File: src/rtl/dbr_pkg.sv
package dbr_pkg;
   typedef enum logic {
      SRC_STROBE   = 1'b0,
      SRC_WATCHDOG = 1'b1
   } slot_src_e;

   function automatic int cyc_per_bit(input int clk_hz, input int bit_hz);
      return clk_hz / bit_hz;
   endfunction
endpackage

File: src/rtl/dbr_strobe_edge.sv
module dbr_strobe_edge #(
   parameter int STAGES = 2
) (
   input  logic clk,
   input  logic rst,
   input  logic strobe_async,
   output logic edge_pulse
);
   logic [STAGES-1:0] chain_q;
   logic              last_q;

   generate
      if (STAGES < 2) begin : g_bad_stages
         $error("dbr_strobe_edge: STAGES must be at least 2");
      end
   endgenerate

   always_ff @(posedge clk) begin
      if (rst) begin
         chain_q <= '0;
         last_q  <= 1'b0;
      end else begin
         chain_q <= {chain_q[STAGES-2:0], strobe_async};
         last_q  <= chain_q[STAGES-1];
      end
   end

   assign edge_pulse = chain_q[STAGES-1] & ~last_q;
endmodule

File: src/rtl/dbr_watchdog.sv
module dbr_watchdog #(
   parameter int LONG_CYC  = 32,
   parameter int SHORT_CYC = 16
) (
   input  logic clk,
   input  logic rst,
   input  logic kick,
   output logic fire
);
   localparam int CW = $clog2(LONG_CYC);

   logic [CW-1:0] remain_q;

   generate
      if (SHORT_CYC < 2 || LONG_CYC <= SHORT_CYC) begin : g_bad_periods
         $error("dbr_watchdog: need 2 <= SHORT_CYC < LONG_CYC");
      end
   endgenerate

   assign fire = (remain_q == '0) && !kick;

   always_ff @(posedge clk) begin
      if (rst) begin
         remain_q <= CW'(LONG_CYC - 1);
      end else if (kick) begin
         remain_q <= CW'(LONG_CYC - 1);
      end else if (fire) begin
         remain_q <= CW'(SHORT_CYC - 1);
      end else begin
         remain_q <= remain_q - 1'b1;
      end
   end
endmodule

File: src/rtl/dbr_slot_counter.sv
module dbr_slot_counter #(
   parameter int SLOTS = 16
) (
   input  logic clk,
   input  logic rst,
   input  logic slot,
   output logic last_slot
);
   localparam int CW = $clog2(SLOTS);

   logic [CW-1:0] idx_q;

   assign last_slot = slot && (idx_q == CW'(SLOTS - 1));

   always_ff @(posedge clk) begin
      if (rst) begin
         idx_q <= '0;
      end else if (last_slot) begin
         idx_q <= '0;
      end else if (slot) begin
         idx_q <= idx_q + 1'b1;
      end
   end
endmodule

File: src/rtl/dbr_word_pack.sv
module dbr_word_pack #(
   parameter int WORD_W = 16
) (
   input  logic              clk,
   input  logic              rst,
   input  logic              slot,
   input  logic              last_slot,
   input  logic              bit_in,
   output logic [WORD_W-1:0] word_q
);
   logic [WORD_W-2:0] shift_q;

   always_ff @(posedge clk) begin
      if (rst) begin
         shift_q <= '0;
         word_q  <= '0;
      end else if (slot) begin
         shift_q <= {shift_q[WORD_W-3:0], bit_in};
         if (last_slot) begin
            word_q <= {shift_q, bit_in};
         end
      end
   end
endmodule

File: src/rtl/dual_bit_rx.sv
module dual_bit_rx #(
   parameter int PORT_W      = 8,
   parameter int CH0_POS     = 5,
   parameter int CH1_POS     = 6,
   parameter int WORD_W      = 16,
   parameter int SYNC_STAGES = 2,
   parameter int CLK_HZ      = 50_000_000,
   parameter int BIT_HZ      = 16384
) (
   input  logic              clk,
   input  logic              rst,
   input  logic [PORT_W-1:0] port_in,
   input  logic              strobe,
   output logic [WORD_W-1:0] word0,
   output logic [WORD_W-1:0] word1,
   output logic              word_ready,
   output logic              from_watchdog
);
   import dbr_pkg::*;

   localparam int BIT_CYC  = cyc_per_bit(CLK_HZ, BIT_HZ);
   localparam int GAP_LONG = 2 * BIT_CYC;
   localparam int NCH      = 2;
   localparam int CH_POS [NCH] = '{CH0_POS, CH1_POS};

   generate
      if (CH0_POS >= PORT_W || CH1_POS >= PORT_W || CH0_POS == CH1_POS) begin : g_bad_pos
         $error("dual_bit_rx: channel positions must be distinct and inside the port");
      end
      if (WORD_W < 4) begin : g_bad_word
         $error("dual_bit_rx: WORD_W must be at least 4");
      end
      if (BIT_CYC < 4) begin : g_bad_rate
         $error("dual_bit_rx: clock must be at least 4x the bit rate");
      end
   endgenerate

   logic      strb_pulse;
   logic      wd_fire;
   logic      slot;
   logic      last_slot;
   logic      ready_q;
   slot_src_e src_q;
   logic [WORD_W-1:0] words [NCH];

   dbr_strobe_edge #(.STAGES(SYNC_STAGES)) u_edge (
      .clk          (clk),
      .rst          (rst),
      .strobe_async (strobe),
      .edge_pulse   (strb_pulse)
   );

   dbr_watchdog #(.LONG_CYC(GAP_LONG), .SHORT_CYC(BIT_CYC)) u_wd (
      .clk  (clk),
      .rst  (rst),
      .kick (strb_pulse),
      .fire (wd_fire)
   );

   assign slot = strb_pulse | wd_fire;

   dbr_slot_counter #(.SLOTS(WORD_W)) u_cnt (
      .clk       (clk),
      .rst       (rst),
      .slot      (slot),
      .last_slot (last_slot)
   );

   for (genvar ch = 0; ch < NCH; ch++) begin : g_ch
      logic ch_bit;
      assign ch_bit = strb_pulse & port_in[CH_POS[ch]];
      dbr_word_pack #(.WORD_W(WORD_W)) u_pack (
         .clk       (clk),
         .rst       (rst),
         .slot      (slot),
         .last_slot (last_slot),
         .bit_in    (ch_bit),
         .word_q    (words[ch])
      );
   end

   always_ff @(posedge clk) begin
      if (rst) begin
         ready_q <= 1'b0;
         src_q   <= SRC_STROBE;
      end else begin
         ready_q <= last_slot;
         if (slot) begin
            src_q <= strb_pulse ? SRC_STROBE : SRC_WATCHDOG;
         end
      end
   end

   assign word0         = words[0];
   assign word1         = words[1];
   assign word_ready    = ready_q;
   assign from_watchdog = (src_q == SRC_WATCHDOG);
endmodule

File: config.mk
export PLATFORM = sky130hd
export DESIGN_NAME = dual_bit_rx
export DESIGN_NICKNAME = d
export VERILOG_FILES = /design/src/rtl/dbr_pkg.sv /design/src/rtl/dbr_strobe_edge.sv /design/src/rtl/dbr_watchdog.sv /design/src/rtl/dbr_slot_counter.sv /design/src/rtl/dbr_word_pack.sv /design/src/rtl/dual_bit_rx.sv
export SDC_FILE = /design/constraint.sdc
export NUM_CORES = 1
export LEC_CHECK = 0
export BUFFER_PORTS_ARGS = -buffer_cell sky130_fd_sc_hd__clkbuf_2
export CAP_MARGIN = 15
export CORE_MARGIN = 8
export CORE_UTILIZATION = 56
export DETAILED_ROUTE_END_ITERATION = 10
export PLACE_DENSITY_LB_ADDON = 0.25
export SYNTH_ARGS = -nofsm -noshare
export SYNTH_HDL_FRONTEND = slang
export SYNTH_SLANG_ARGS = --single-unit
File: constraint.sdc
create_clock -name clk -period 2.4 [get_ports clk]
set_input_delay 0.48 -clock clk [delete_from_list [all_inputs] [get_ports clk]]
set_output_delay 0.48 -clock clk [all_outputs]
set_load 0.01 [all_outputs]
==> results of run 1 <==
## sequential cells by signal, indices dropped and copies added (netlist names)
register / flops
u_cnt.idx_q: 4
g_ch.u_pack.word_q: 32
u_edge.chain_q: 2
g_ch.u_pack.shift_q: 30
u_edge.last_q: 1
u_wd.remain_q: 13
word_ready: 1
from_watchdog: 1
## final cells by class
cell class | instances | share of cell area, %
flip-flops and latches | 84 | 46.9
multi-input cells | 253 | 37.0
repair buffers | 51 | 8.37
clock buffers | 11 | 4.22
well taps | 72 | 2.51
clock inverters | 4 | 0.698
inverters | 3 | 0.314
## cells in the mapped netlist (all sizes together), types with 2 or more instances
| cell | n | area share, % |
|---|---|---|
| dfxtp | 84 | 54 |
| a21oi | 66 | 11 |
| nand2 | 62 | 7.4 |
| o21ai | 39 | 6.2 |
| nand3 | 35 | 5.6 |
| clkbuf | 18 | 2.2 |
| buf | 11 | 1.9 |
| nor2 | 8 | 0.96 |
| or3 | 5 | 1.0 |
| nor2b | 4 | 0.80 |
| or4 | 4 | 0.96 |
| xnor2 | 4 | 1.1 |
| inv | 3 | 0.36 |
| nand2b | 3 | 0.60 |
| nor3 | 3 | 0.64 |
| xor2 | 3 | 0.84 |
| a22oi | 2 | 0.48 |
| ha | 2 | 0.80 |
| o41ai | 2 | 1.2 |
## worst max-delay path: cells and delay by family (launching register included)
family | cells | cell delay (ns)
compound gates | 2 | 0.44
buf+inv | 3 | 0.58
simple gates | 2 | 0.64
flops | 1 | 0.33
fa+ha+maj | 1 | 0.19
## cells by family (layout without fill, tap and decap cells)
kind of cell / count (synthesis) / after routing / share of synthesized area [%]
fa+ha+maj: 2 / 2 / 0.798
xor+xnor: 7 / 7 / 1.95
compound gates: 114 / 114 / 19.7
simple gates: 130 / 130 / 19.5
buf+inv: 32 / 69 / 4.43
flops: 84 / 84 / 53.6
## power groups by stage
stage | clock, mW | combinational, mW | sequential, mW
after floorplan | 0 | 0.0663 | 1.44
after global placement | 0 | 0.0856 | 1.44
after detailed placement | 0 | 0.0864 | 1.45
after CTS | 0.914 | 0.0864 | 1.41
after global routing | 0.972 | 0.0971 | 1.41
final | 0.885 | 0.0868 | 1.41
## layer usage
layer	global-route usage (%)	part of all wire, %	routed length (um)
met1	17.6	46	2870
met2	27.0	48	3000
met3	4.82	4.2	264
met4	7.50	2.4	153
met5	0	0	0
## worst paths after layout
check,from,end,depth (start not counted)
worst max-delay path,u_wd.remain_q[0],g_ch[1].u_pack.word_q[8],8
worst min-delay path,strobe,u_edge.chain_q[0],2
worst max register to register,u_wd.remain_q[0],g_ch[1].u_pack.word_q[8],8
worst min register to register,u_edge.chain_q[0],u_edge.chain_q[1],1
==> metrics, run 1 <==
outcome finished clean; Die W 90.8 um; CP max FO 30; switching share of power 22.3%; Core Region 5470 um2; WP data arrival 2.53 ns; Critical Path Start Type flop; Hold Path Class in2reg; CP most frequent cell buf_4; setup TNS 0 ns; Pwr Total 2.38 mW; Reg power frac 59.3%; Logic pwr share 3.6%; clock-pin slew on the worst setup and hold paths 0.08 ns; Unique masters post-synth 33; post-layout min period 2.26 ns; fin util 65.5%; synthesized area 3140 um2; post-DP HPWL 4.06 mm; Pwr per Cell Area 665 nW/um2; hold slack 0.347 ns; Placed Instances 463; standard-cell rows 27; sw power 0.531 mW; Synth Register Bits 84; Final Slew Violations 0; Pleak 1.27 nW; CTS Hold Bufs 0; register area share after synthesis 53.6%; most common cell after layout, fill and taps aside dfxtp_1; CP endpoint kind flop; fin crit share 94.3%; final hold violations 0; CTS Root Cell clkbuf_8; Post-CTS Setup Bufs 0; Synth Flop Type dfxtp_1; Cells after Synth 369; Routed Wire Length 6.29 mm; routed len/inst 13.2 um; Area growth syn-to-layout 14.3%; yosys warns 0; Final nets 415; number of global-route vias before repair 2,497; r2r setup slk 0.14 ns; die footprint 8250 um2; Max Fclk 0.442 GHz; Reg area 1680 um2; Final Skew 0.00874 ns; final non-filler cell total 478; Async S/R FF share, synth 0%; largest net degree at the start of global routing 47; CTS max path bufs 2; detailed-route vias per instance 5.52; Peak VDD IR 0.525 mV; CP max stage delay 0.50 ns; MaxCap Viol Count 0; # IOs 45; DP Area 3400 um2; Setup CP Type reg2reg; Initial Util 57.3%; DR vias 2,640; cts repair resizes 0; IO Port Bufs 38; critical path's slowest cell or3b_2; CTS Buf Count 9; starting DRC count in detailed routing 177; first-pass GRT wire length 10.9 mm; RSZ-0062 raised after global routing no; Pint 1.85 mW; Worst slew margin 64.5%; crit-path cells inv_1 -> ha_1 -> or3b_2 -> buf_4 -> o41ai_4 -> buf_4 -> nand3_1 -> a21oi_1; Die H 90.8 um; Post-Synthesis Mean Instance Area 8.50 um2; setup slack after layout 0.138 ns; Clk Latency, worst-skew pair 0.34 ns; Final ANT Viol Nets 0; grt total ovfl 0; multi-input logic area 1330 um2; Post-synth EDFFs 0; most frequent cells in the layout 84 x dfxtp_1, 66 x a21oi_1, 62 x nand2_1, 39 x o21ai_0, 38 x clkbuf_2; TritonCTS Sinks 84; Post-Syn Nets 382; Routability Congestion 0.746; Critical Path RT 2.67 ns; Final Cell Area 3590 um2; H-Tree Depth 3; dpl ws 0.116 ns; CTS tree done; Clk pwr share 37.1%; fillers 483; final setup fails 0; Tightest Pin Transition 0.532 ns; n_diodes 0; GRT Util Overall 15.8%; initial antenna violation count 0; # DRC 0; 1st-pass router iterations 4; share of cells above drive strength 1 17.5%
No activity file was read; power rests on OpenSTA's default activity.
==> run 2: changes to the inputs <==
Settings changed: ABC_AREA from default to 1.
==> metrics, run 2 <==
outcome finished clean; standard-cell rows 28 (+3.7%); Synth Flop Type dfxtp_1; initial antenna violation count 0 (unchanged); Peak VDD IR 0.398 mV (-24%); r2r startpoint u_wd.remain_q[0]; Final Skew 0.00933 ns (+0.000585 ns); Pint 1.93 mW (+4.2%); 1st-pass router iterations 4 (unchanged); # DRC 0 (unchanged); setup TNS 0 ns (unchanged); most numerous cell in the Yosys netlist nand2_1; Synth Area in Adders 0.762% (-0.035 points); largest family of logic cells by synthesized area simple AND/OR/NAND/NOR gates; Max Fclk 0.561 GHz (+27%); met1 Resource Use GR 19.9% (+2.3 points); post-layout min period 1.78 ns (-0.478 ns); Reg power frac 56.7% (-2.6 points); switching share of power 22.5% (+0.27 points); met3 global-route usage 4.53% (-0.29 points); yosys warns 0 (unchanged); Post-Syn Nets 425 (+11%); Most Used Layer, Global Route met2; Synth Register Bits 84 (unchanged); Async S/R FF share, synth 0% (unchanged); DR vias 2,782 (+5.4%); largest net degree at the start of global routing 40 (-15%); Post-Synth Simple-Gate Area 31.8% (+12 points); Unique masters post-synth 27 (-18%); Commonest cells post-synth 90 x nand2_1, 84 x dfxtp_1, 68 x nand3_1; detailed-route vias per instance 5.35 (-3.1%); reg2reg path depth 9 (+1); IO Port Bufs 38 (unchanged); clock-pin slew on the worst setup and hold paths 0.08 ns (about the same); final setup fails 0 (unchanged); sw power 0.562 mW (+5.8%); # IOs 45 (unchanged); share of cells above drive strength 1 15.5% (-2.0 points); Post-synth EDFFs 0 (unchanged); CP endpoint kind flop; post-synthesis mux area share 0% (unchanged); GRT Util Overall 16.7% (+0.85 points); Setup CP Type reg2reg; Final Slew Violations 0 (unchanged); Clk pwr share 39.2% (+2.1 points); Die W 92.6 um (+1.9%); Tightest Pin Transition 0.575 ns (+0.0433 ns); TritonCTS Sinks 84 (unchanged); CTS Root Cell clkbuf_8; Routed Wire Length 6.76 mm (+7.5%); fin crit share 74.3% (-20 points); Synth area leaders dfxtp_1 51%, nand3_1 10%, nand2_1 10%, nand4_1 5.9%, a21oi_1 4.6%; final hold violations 0 (unchanged); Hold Path Class in2reg; Pwr Total 2.49 mW (+4.6%); share of the synthesized area in the top cell type 51.2% (-2.4 points); MaxCap Viol Count 0 (unchanged); Hold Path Depth 3 (+1); n_diodes 0 (unchanged); Logic pwr share 4.1% (+0.5 points); startpoint of the worst hold path strobe; first-pass GRT wire length 11.7 mm (+7.7%); Pwr per Cell Area 678 nW/um2 (+2.0%); CTS Buf Count 9 (unchanged); cts repair resizes 0 (unchanged); Hold Path End u_edge.chain_q[0]; synthesized area 3280 um2 (+4.6%); Die H 92.6 um (+1.9%); met2 Resource Use GR 27.9% (+0.91 points); Most flops, register g_ch.u_pack.word_q; Final nets 454 (+9.4%); Cells after Synth 412 (+12%); post-DP HPWL 4.38 mm (+7.8%); starting DRC count in detailed routing 155 (-12%); top flop regs g_ch.u_pack.word_q x32, g_ch.u_pack.shift_q x30, u_wd.remain_q x13; Pleak 1.64 nW (+29%); Synth Area in Compound Gates 6.75% (-13 points); Clk Latency, worst-skew pair 0.35 ns (about the same); Critical Path Start Type flop; grt total ovfl 0 (unchanged); WP data arrival 2.03 ns (-0.50 ns); Initial Util 56.8% (-0.54 points); die footprint 8570 um2 (+3.8%); Critical Path RT 2.64 ns (-0.03 ns); most frequent cells in the layout 90 x nand2_1, 84 x dfxtp_1, 68 x nand3_1, 38 x clkbuf_2, 31 x nand4_1; CTS Hold Bufs 0 (unchanged); cell accounting for the most synthesized area dfxtp_1; Post-CTS Setup Bufs 0 (unchanged); number of global-route vias before repair 2,575 (+3.1%); routed len/inst 13.0 um (-1.2%); CTS max path bufs 2 (unchanged); most common cell after layout, fill and taps aside nand2_1; Final ANT Viol Nets 0 (unchanged); Worst slew margin 61.4% (-3.2 points); CP max FO 34 (+13%); register area share after synthesis 51.2% (-2.4 points); CTS tree done; Routability Congestion 0.760 (+1.8%); RSZ-0062 raised after global routing no; fillers 517 (+7.0%); Post-Synthesis Mean Instance Area 7.97 um2 (-6.3%); max FFs per register 32 (unchanged); r2r setup slk 0.62 ns (+0.48 ns); H-Tree Depth 3 (unchanged); Core Region 5780 um2 (+5.6%); XOR/XNOR Fraction of Synth Area 1.60% (-0.35 points); R2R Path End u_cnt.idx_q[1]; Area growth syn-to-layout 12.0%
## run 2: worst max path at each step
stage,slack [ns],cells after the start,startpoint,endpoint
2_1_floorplan,0.94,10,u_wd.remain_q[0],g_ch[0].u_pack.word_q[0]
3_3_place_gp,0.66,5,rst,g_ch[0].u_pack.word_q[0]
3_5_place_dp,0.59,5,rst,g_ch[0].u_pack.word_q[0]
4_1_cts,0.60,9,u_wd.remain_q[0],u_cnt.idx_q[1]
5_1_grt,0.44,11,u_wd.remain_q[0],u_cnt.idx_q[3]
6_report,0.62,9,u_wd.remain_q[0],u_cnt.idx_q[1]
## run 2: final cells by class
type	instances	area, um2	area share [%]
multi-input cells	273	1350	36.6
repair buffers	46	263	7.15
clock buffers	10	138	3.74
well taps	75	93.8	2.55
inverters	27	101	2.76
flip-flops and latches	84	1680	45.7
clock inverters	5	52.6	1.43
## run 2: cell families after synthesis
family          after synthesis
xor+xnor                      6
compound gates               43
flops                        84
fa+ha+maj                     2
simple gates                222
buf+inv                      55
## run 2: power groups by stage
stage,registers (mW),logic [mW],clock network [mW]
floorplan,1.45,0.0775,0
global placement,1.45,0.0996,0
detailed placement,1.45,0.101,0
CTS,1.42,0.102,0.997
global route,1.42,0.115,1.05
finish,1.42,0.101,0.977
## run 2: per-stage QoR
step                std cells  instance area, um2  hold WS [ns]  utilization [%]  worst slack (ns)
floorplan                 412                3280         0.388                -             0.945
global placement          505                3490         0.405             60.3             0.657
detailed placement        505                3490         0.404             60.3             0.590
CTS                       520                3680         0.315             63.6             0.601
global route              520                3680         0.326             63.6             0.444
finish                    520                3680         0.327             63.6             0.616
## run 2: routing by layer
| metal | up-vias | routed length [um] |
|---|---|---|
| met5 | - | 0 |
| met1 | 1282 | 3060 |
| li1 | 1441 | - |
| met4 | 0 | 100 |
| met2 | 50 | 3270 |
| met3 | 9 | 339 |
## run 2: worst max-delay path, cell delays in order (launching register included)
cell and delay (ns):
dfxtp_1 0.31, inv_1 0.09, ha_1 0.23, nand2_2 0.12, nor2_4 0.15, nand2_4 0.10
nand2_8 0.15, nand2_4 0.24, nand2_1 0.20, nor2_1 0.06
==> run 3: changes to the inputs <==
Settings changed: CORE_UTILIZATION 56 to 51.
Clock period 2.4 ns to 1.5 ns, I/O delays scaled along.
==> metrics, run 3 (same netlist as run 2, synthesis figures left out) <==
outcome finished clean; first-pass GRT wire length 11.9 mm (+1.4%); Most flops, register g_ch.u_pack.word_q; clock-pin slew on the worst setup and hold paths 0.08 ns (about the same); share of cells above drive strength 1 23.9% (+8.4 points); WL met1 3.25 mm (+6.4%); Routability Congestion 0.800 (+5.3%); Critical Path RT 1.74 ns (-0.90 ns); CTS max path bufs 2 (unchanged); Final Cell Area 4100 um2 (+11%); CP max FO 8 (-76%); Area growth syn-to-layout 24.8%; Worst slew margin 78.4% (+17 points); WP data arrival 1.69 ns (-0.34 ns); starting DRC count in detailed routing 133 (-14%); 1st-pass router iterations 4 (unchanged); Final Skew 0.0116 ns (+0.00227 ns); Initial Util 52.3% (-4.5 points); DP Area 3650 um2 (+4.8%); n_diodes 0 (unchanged); H-Tree Depth 3 (unchanged); setup TNS 0 ns (unchanged); final hold violations 0 (unchanged); setup slack after layout 0.0502 ns (-0.566 ns); Final Slew Violations 0 (unchanged); initial antenna violation count 0 (unchanged); Reg power frac 52.8% (-3.9 points); routed len/inst 13.0 um (+0.24%); Critical Path Start Type flop; CTS tree done; CTS Root Cell clkbuf_8; Logic pwr share 4.8% (+0.7 points); Die W 96.2 um (+4.0%); top flop regs g_ch.u_pack.word_q x32, g_ch.u_pack.shift_q x30, u_wd.remain_q x13; Final ANT Viol Nets 0 (unchanged); Clk pwr share 42.4% (+3.2 points); CTS Hold Bufs 0 (unchanged); Peak VDD IR 0.680 mV (+71%); largest net degree at the start of global routing 30 (-25%); Max Fclk 0.690 GHz (+23%); Pint 3.33 mW (+72%); Tightest Pin Transition 0.321 ns (-0.254 ns); most common cell after layout, fill and taps aside nand2_1; sw power 0.970 mW (+73%); detailed-route vias per instance 5.26 (-1.6%); Pwr per Cell Area 1050 nW/um2 (+55%); dpl ws 0.000220 ns (-0.589 ns); Core Region 6280 um2 (+8.6%); fillers 549 (+6.2%); Pwr Total 4.30 mW (+72%); Pleak 1.83 nW (+11%); max FFs per register 32 (unchanged); # DRC 0 (unchanged); switching share of power 22.6% (+0.048 points); CP endpoint kind flop; TritonCTS Sinks 84 (unchanged); number of global-route vias before repair 2,691 (+4.5%); Final nets 481 (+5.9%); # IOs 45 (unchanged); Die H 96.2 um (+4.0%); die footprint 9260 um2 (+8.1%); fin crit share 96.7% (+22 points); Hold Path Class in2reg; DR vias 2,894 (+4.0%); Clk Latency, worst-skew pair 0.35 ns (about the same); post-layout min period 1.45 ns (-0.334 ns); Routed Wire Length 7.17 mm (+6.0%); standard-cell rows 29 (+3.6%); wire length on met2 3.42 mm (+4.9%); most frequent cells in the layout 88 x nand2_1, 79 x dfxtp_1, 65 x nand3_1, 38 x clkbuf_2, 31 x nand4_1; grt total ovfl 0 (unchanged); top routing layer used met4; IO Port Bufs 38 (unchanged); GRT Util Overall 16.3% (-0.39 points); Setup CP Type reg2reg; post-DP HPWL 4.81 mm (+9.8%); CTS Buf Count 9 (unchanged); final setup fails 0 (unchanged); met3 WL 344 um (+1.5%); Placed Instances 524 (+3.8%); final non-filler cell total 550 (+5.8%); MaxCap Viol Count 0 (unchanged)
## run 3: power groups by stage
stage / combinational (mW) / sequential, mW / clock, mW
global route: 0.233 / 2.27 / 1.95
detailed placement: 0.188 / 2.32 / 0
global placement: 0.186 / 2.32 / 0
finish: 0.208 / 2.27 / 1.82
CTS: 0.189 / 2.26 / 1.87
floorplan: 0.124 / 2.31 / 0
## run 3: per-stage QoR
step                      hold WS [ns]  util, %
after floorplan                  0.388        -
after global placement           0.391     58.2
after detailed placement         0.400     58.2
after CTS                        0.138     62.0
after global routing             0.161     65.2
final                            0.148     65.2
## run 3: critical path, cell delays in order, from the launching register on
cell,delay [ns]
dfxtp_1,0.35
nor2_1,0.13
nand2_1,0.09
nor2_2,0.15
nand2_4,0.10
nand2_8,0.14
nand2_8,0.10
buf_4,0.17
nand3_1,0.06
nand2_1,0.05
## run 3: final timing paths
kind / start / end / slack [ns] / depth (start not counted)
setup / recovery: u_wd.remain_q[8] / g_ch[1].u_pack.word_q[0] / 0.05 / 9
hold / removal: strobe / u_edge.chain_q[0] / 0.15 / 3
setup reg to reg: u_wd.remain_q[8] / g_ch[1].u_pack.word_q[0] / 0.05 / 9
hold reg to reg: u_edge.chain_q[0] / u_edge.chain_q[1] / 0.41 / 2
## run 3: cell type report
class                           count  area (um2)  area share, %
Clock buffer                       10         138           3.36
Clock inverter                      6        93.8           2.29
Inverter                           27         101           2.47
Multi-Input combinational cell    274        1420           34.7
Sequential cell                    84        1690           41.2
Tap cell                           77        96.3           2.35
Timing Repair Buffer               72         557           13.6
## run 3: per-layer routing
| metal | up-vias | track usage (%) |
|---|---|---|
| met5 | - | 0 |
| met4 | 0 | 9.09 |
| met3 | 11 | 3.12 |
| met2 | 64 | 26.4 |
| met1 | 1321 | 19.8 |
| li1 | 1498 | - |
## run 3: repair_timing
item	in CTS	in global routing
endpoints found under the setup margin	6	72
gates cloned	0	3
setup buffers	0	7
gates resized for setup	1	27
pin swaps	0	11
